$ cat src/rtl/cap_pkg.sv
package cap_pkg;
  typedef enum logic [1:0] {
    ST_IDLE  = 2'd0,
    ST_ARMED = 2'd1,
    ST_CAPT  = 2'd2,
    ST_FULL  = 2'd3
  } cap_state_e;
endpackage

$ cat src/rtl/cap_addr_gen.sv
module cap_addr_gen #(
  parameter int WIN_LEN = 30,
  parameter int DEPTH   = 300,
  parameter int AW      = 9
) (
  input  logic          clk,
  input  logic          rst,
  input  logic          clr,
  input  logic          step,
  output logic [AW-1:0] wr_addr,
  output logic          off_last
);
  localparam int OW = (WIN_LEN > 1) ? $clog2(WIN_LEN) : 1;
  localparam logic [OW-1:0] OFF_MAX = OW'(WIN_LEN - 1);

  logic [OW-1:0] off_q;
  logic [AW-1:0] ptr_q;

  always_ff @(posedge clk) begin
    if (rst || clr) begin
      off_q <= '0;
      ptr_q <= '0;
    end else if (step) begin
      ptr_q <= ptr_q + 1'b1;
      off_q <= (off_q == OFF_MAX) ? '0 : off_q + 1'b1;
    end
  end

  assign wr_addr  = ptr_q;
  assign off_last = (off_q == OFF_MAX);

  // every write stays inside the buffer
  p_addr_in_range_r3: assert property (@(posedge clk) disable iff (rst)
    step |-> (int'(ptr_q) < DEPTH));
endmodule

$ cat src/rtl/cap_ctrl.sv
module cap_ctrl
  import cap_pkg::*;
#(
  parameter int WIN_NUM = 10,
  parameter int CW      = 4
) (
  input  logic          clk,
  input  logic          rst,
  input  logic          arm,
  input  logic          beat,
  input  logic          trig,
  input  logic          off_last,
  output logic          wr_en,
  output logic [CW-1:0] win_count,
  output logic          capturing,
  output logic          full
);
  localparam logic [CW-1:0] LAST_WIN = CW'(WIN_NUM - 1);

  cap_state_e st_q, st_d;
  logic [CW-1:0] cnt_q;
  logic start, last;

  assign start = (st_q == ST_ARMED) && beat && trig && !arm;
  assign wr_en = !arm && (start || ((st_q == ST_CAPT) && beat));
  assign last  = wr_en && off_last;

  always_comb begin
    st_d = st_q;
    if (arm)
      st_d = ST_ARMED;
    else if (last)
      st_d = (cnt_q == LAST_WIN) ? ST_FULL : ST_ARMED;
    else if (start)
      st_d = ST_CAPT;
  end

  always_ff @(posedge clk) begin
    if (rst) begin
      st_q  <= ST_IDLE;
      cnt_q <= '0;
    end else begin
      st_q <= st_d;
      if (arm)
        cnt_q <= '0;
      else if (last)
        cnt_q <= cnt_q + 1'b1;
    end
  end

  assign win_count = cnt_q;
  assign capturing = (st_q == ST_CAPT);
  assign full      = (st_q == ST_FULL);

  p_arm_clears_r2: assert property (@(posedge clk) disable iff (rst)
    arm |=> (win_count == '0) && !full);
  p_full_sticky_r8: assert property (@(posedge clk) disable iff (rst)
    (full && !arm) |=> full);
  p_no_write_full_r8: assert property (@(posedge clk) disable iff (rst)
    full |-> !wr_en);
  p_count_bound_r7: assert property (@(posedge clk) disable iff (rst)
    int'(win_count) <= WIN_NUM);
  p_count_step_r7: assert property (@(posedge clk) disable iff (rst)
    !arm |=> (win_count == $past(win_count)) ||
             (win_count == $past(win_count) + 1'b1));
endmodule

$ cat src/rtl/cap_mem.sv
module cap_mem #(
  parameter int DW    = 8,
  parameter int DEPTH = 300,
  parameter int AW    = 9
) (
  input  logic          clk,
  input  logic          rst,
  input  logic          we,
  input  logic [AW-1:0] waddr,
  input  logic [DW-1:0] wdata,
  input  logic [AW-1:0] raddr,
  output logic [DW-1:0] rdata
);
  logic [DW-1:0] ram [DEPTH];

  always_ff @(posedge clk) begin
    if (we) ram[waddr] <= wdata;
  end

  always_ff @(posedge clk) begin
    if (rst) rdata <= '0;
    else     rdata <= ram[raddr];
  end
endmodule

$ cat src/rtl/cap_window_capture.sv
module cap_window_capture #(
  parameter int DW      = 8,
  parameter int WIN_LEN = 30,
  parameter int WIN_NUM = 10,
  localparam int DEPTH  = WIN_LEN * WIN_NUM,
  localparam int AW     = (DEPTH > 1) ? $clog2(DEPTH) : 1,
  localparam int CW     = $clog2(WIN_NUM + 1)
) (
  input  logic          clk,
  input  logic          rst,
  input  logic          arm,
  input  logic          smp_valid,
  output logic          smp_ready,
  input  logic          smp_trig,
  input  logic [DW-1:0] smp_data,
  input  logic [AW-1:0] rd_addr,
  output logic [DW-1:0] rd_data,
  output logic [CW-1:0] win_count,
  output logic          capturing,
  output logic          full
);
  logic          wr_en;
  logic          off_last;
  logic [AW-1:0] wr_addr;

  assign smp_ready = 1'b1;

  cap_ctrl #(.WIN_NUM(WIN_NUM), .CW(CW)) u_ctrl (
    .clk, .rst, .arm,
    .beat      (smp_valid),
    .trig      (smp_trig),
    .off_last  (off_last),
    .wr_en     (wr_en),
    .win_count (win_count),
    .capturing (capturing),
    .full      (full)
  );

  cap_addr_gen #(.WIN_LEN(WIN_LEN), .DEPTH(DEPTH), .AW(AW)) u_addr (
    .clk, .rst,
    .clr      (arm),
    .step     (wr_en),
    .wr_addr  (wr_addr),
    .off_last (off_last)
  );

  cap_mem #(.DW(DW), .DEPTH(DEPTH), .AW(AW)) u_mem (
    .clk, .rst,
    .we    (wr_en),
    .waddr (wr_addr),
    .wdata (smp_data),
    .raddr (rd_addr),
    .rdata (rd_data)
  );

  // nothing opens before the first arm after reset
  p_idle_after_reset_r1: assert property (@(posedge clk)
    rst |=> (win_count == '0) && !capturing && !full);
endmodule

$ cat config.mk
export PLATFORM = sky130hd
export DESIGN_NAME = cap_window_capture
export DESIGN_NICKNAME = d
export VERILOG_FILES = /design/src/rtl/cap_pkg.sv /design/src/rtl/cap_addr_gen.sv /design/src/rtl/cap_ctrl.sv /design/src/rtl/cap_mem.sv /design/src/rtl/cap_window_capture.sv
export SDC_FILE = /design/constraint.sdc
export NUM_CORES = 2
export LEC_CHECK = 0
export CAP_MARGIN = 40
export CORE_UTILIZATION = 50
export DETAILED_ROUTE_END_ITERATION = 8
export GPL_ROUTABILITY_DRIVEN = 0
export PLACE_DENSITY = 0.73
export SLEW_MARGIN = 10
export SYNTH_ARGS = -nofsm -noshare
export SYNTH_HDL_FRONTEND = slang
export SYNTH_SLANG_ARGS = --single-unit
export TNS_END_PERCENT = 20
$ cat constraint.sdc
create_clock -name clk -period 3.45 [get_ports clk]
set_input_delay 0.8625 -clock clk [delete_from_list [all_inputs] [get_ports clk]]
set_output_delay 0.8625 -clock clk [all_outputs]
set_load 0.05 [all_outputs]
# Yosys cells after proc, flatten, opt, wreduce, memory -nomap -nowiden
# Memory sizes are Yosys's and may differ from the RTL's. A register that Yosys moved wholly into a read port is not among the register bits.
# Index checks and enable logic that the tools add are counted.
# word_totals
ff_bits,20
mem_bits_rw,2400
in_bits,22
out_inout_bits,15
wordCells,33
mem_count,1
# classes
add_sub_neg,3
eq_ne,5
mux,7
n_reduce_logical,12
# memory_table
memory,words,width,read_ports,rd_ports_with_merged_regs,write_ports,line,source
u_mem.ram,300,8,1,1,1,cap_mem.sv:14,logic [DW-1:0] ram [DEPTH];
# ops
cell,n
"adder 9 x 1 -> 9 bit, second input constant",1
logical AND 1 bit,6
2-to-1 mux 2 bit,3
"adder 5 x 1 -> 5 bit, second input constant",1
"== test 5 bit, second input constant",1
2-to-1 mux 5 bit,1
"adder 4 x 1 -> 4 bit, second input constant",1
"== test 2 bit, second input constant",2
"== test 4 bit, second input constant",1
2-to-1 mux 1 bit,3
nonzero test 3 bit,1
"== test 2 x 1 -> 1 bit, second input constant",1
logical OR 1 bit,2
nonzero test 2 bit,1
OR reduction 2 bit,1
zero test 1 bit,1

# Logic depth before layout (Yosys ltp)
# depth
ltp_word,9
depth_mapped,13
mapped_depth_nobuf,7

# By module
# From an unflattened synthesis, not the netlist that was laid out.
# unflattened
hier_cells,4349
hier_area_um2,94070.2
# by_module_without_submodules
module,instances,cells_each,area_per_inst_um2,seq_area_each_um2
cap_mem,1,4233,93025.5,72229.3
cap_addr_gen,1,68,625.6,280.3
cap_ctrl,1,46,407.9,120.1
cap_window_capture,1,2,11.3,0.0

# Worst setup path before layout
# Ideal clock, no wire load.
# synth_timing
path_kind,input-to-reg
start,input rd_addr[0]
end,"register u_mem.rdata[2], read port of u_mem.ram"
setup_ns,0.122
arrival_time_ns,3.148
required_ns,3.328
path_slack_ns,0.180
cell_stages,11
path_buffers,5
path_cell_list,buf_2 -> buf_6 -> buf_6 -> buf_4 -> buf_2 -> mux4_2 -> mux2i_1 -> o211ai_1 -> a32oi_1 -> o21ai_1 -> a311o_1
# synth_lines
element,line,source
start: declaration,cap_window_capture.sv:16,"input logic [AW-1:0] rd_addr,"
end: declaration,cap_mem.sv:12,output logic [DW-1:0] rdata

==> qor.txt <==
share of layout cells above drive strength 1: 32.4%
hold_buf cts: 0
WP data required: 4210 ps
Worst Setup Path Type: input pin to flip-flop
endpoints failing setup: 0
initial antenna violation count: 9
Detailed Route WL: 248 mm
fin cells: 7888
clock skew: 37.2 ps
Final nets: 5250
Clock Pin Slew Worst Setup and Hold Paths: 60 ps
Buf/Inv on CP: 4
ys async rst share: 0%
I/O pins: 37
Post-CTS Setup Bufs: 0
Slew Viols, Final: 0
Avg Inst Size Synth: 21.3 µm²
Num CTS Buffers: 225
crit start category: input pin
die width: 436 µm
Min Hold Slack: 383 ps
pre-CTS WS: -760 ps
area growth from synthesis to layout: 17.5%
Iter 0 DRT Violations: 7200
CTS Sinks: 2428
outcome: finished clean
Syn. warnings: 0
final period demand of the worst path: 3380 ps
htree depth: 4
row cnt: 158
finished layout cell area: 0.110 mm²
Post-CTS Resized: 0
crit-path cells: buf_8 > buf_12 > buf_12 > mux4_2 > a22oi_1 > a21oi_1 > nor4_1 > buf_4 > o22ai_1 > or4_1
Starting Density: 50.5%
die height: 436 µm
Final Hold Viols: 0
commonest non-fill, non-tap cell in the layout: edfxtp_1
post-synthesis cell count: 4419
VDD IR max: 0.000569 V
critical path arrival: 4140 ps
Crit path largest cell delay: 720 ps
HPWL Detailed: 160 mm
Worst Path Max Fanout: 24
sequential-to-total area share from yosys stat: 77.3%
slew at the pin closest to its max-slew limit: 909 ps
drt first pass iters: 6
wire per inst: 31.4 µm
Via-to-Cell Ratio: 6.33
Setup WS post-layout: 72.1 ps
number of global-route vias before repair: 50205
first-pass GRT wire length: 356 mm
Crit path max-delay family: simple AND/OR/NAND/NOR gates
DR vias: 49961
filler instances: 12690
placed inst area: 0.103 mm²
Max Cap Viol: 0
Remaining DRCs: 0
Detail Route Antenna Nets: 0
period utilisation layout: 97.9%
Clock Path Buffers: 3
most frequent cells in the layout: 2400 x edfxtp_1, 725 x buf_4, 586 x mux4_2
RSZ-0062 raised after global routing: no
Yosys cell types: 62
number of port buffers: 35
Setup crit end kind: flip-flop
placed insts: 7473
fmax: 296 MHz
syn nets: 4449
CTS tree: done
pin count of the biggest net entering global routing: 103
LEAKAGE: 35.8 nW
full die area: 0.190 mm²
Mapped Area: 0.0940 mm²
GRT Total Usage: 26.1%
total power: 59.6 mW
Yosys reg bits: 2428
final core occ: 59.4%
PwrDens: 540 mW/mm²
EDFF count, synth: 2400
Max-slew headroom: 39.4%
grt ovf: 0
top_reg_cell synth: edfxtp_1
setup TNS: 0 ps
Clk Latency, worst-skew pair: 890 ps
Hold WC Path Type: input pin to flip-flop
Core Region: 0.186 mm²
Slowest cell on crit path: nor4_1
CP dominant cell by count: buf_12
CTS root buffer: clkbuf_16
## layer usage
layer  wire, µm  track usage (%)  vias up
li1           -                -    20016
met1      89900             35.1    26011
met2     118000             40.8     3314
met3      28100             6.23      614
met4      12200             11.6        6
met5         37                0        -
## registers in the layout (all words and copies together) (netlist names)
| signal | cells |
|---|---|
| u_mem.ram | 2400 |
| u_addr.wr_addr | 9 |
| u_mem.rdata | 8 |
| u_addr.off_q | 5 |
| u_ctrl.win_count | 4 |
| u_ctrl.st_q | 2 |
## power breakdown
| group | total, mW | leakage (nW) | internal (mW) | switching (mW) |
|---|---|---|---|---|
| Combinational | 3.21 | 10.6 | 1.29 | 1.92 |
| Sequential | 32.4 | 21.8 | 32.4 | 0.0338 |
| Clock | 24.0 | 3.43 | 13.2 | 10.7 |
## worst reg2reg max path, cell delays in order, from the launching register on
cell and delay (ps):
edfxtp_1 380, mux4_2 490, a22oi_1 240, a21oi_1 210, nor4_1 720, buf_4 230
o22ai_1 80, or4_1 420
## area by class of cell
| cell class | count | area [µm²] | share of cell area [%] |
|---|---|---|---|
| sequential | 2428 | 72600 | 65.8 |
| multi-input combinational | 1714 | 20100 | 18.2 |
| timing repair buffer | 840 | 7450 | 6.75 |
| inverter | 11 | 46.3 | 0.0419 |
| clock buffer | 296 | 6000 | 5.44 |
| tap | 2480 | 3100 | 2.81 |
| antenna | 2 | 5.00 | 0.00453 |
| clock inverter | 117 | 1060 | 0.962 |
## cell usage after synthesis, types with 28 or more instances
master / instances / area share, %
buf_2: 84 / 0.45
o21ai_0: 33 / 0.18
nand3_1: 63 / 0.34
buf_4: 36 / 0.29
mux4_2: 586 / 14
dfxtp_1: 28 / 0.60
a22oi_1: 128 / 1.0
mux2i_1: 145 / 1.5
clkbuf_1: 117 / 0.47
nor2_1: 368 / 1.5
edfxtp_1: 2400 / 77
nand2_1: 93 / 0.37
a21oi_1: 49 / 0.26
## worst paths after layout
path	end	cells past startpoint	from	slack (ps)
max	u_mem.rdata[5]	10	rd_addr[0]	70
max reg2reg	u_mem.rdata[5]	7	u_mem.ram[183][5]	550
min	u_mem.ram[60][1]	1	smp_data[1]	380
min reg2reg	u_addr.off_q[4]	2	u_addr.off_q[4]	510
## kinds of logic (layout without fill, tap and decap cells)
group / after synthesis / in the layout / synth area share, %
DFF: 2428 / 2428 / 77.3
adders and majority gates: 8 / 8 / 0.107
buffers and inverters: 277 / 1264 / 1.40
AOI/OAI and AO/OA: 323 / 323 / 2.42
other: 1 / 3 / 0.00399
xor gates and xnor gates: 14 / 14 / 0.130
and+or+nand+nor: 616 / 616 / 2.81
muxes: 752 / 752 / 15.8
No activity file was read; power rests on OpenSTA's default activity.
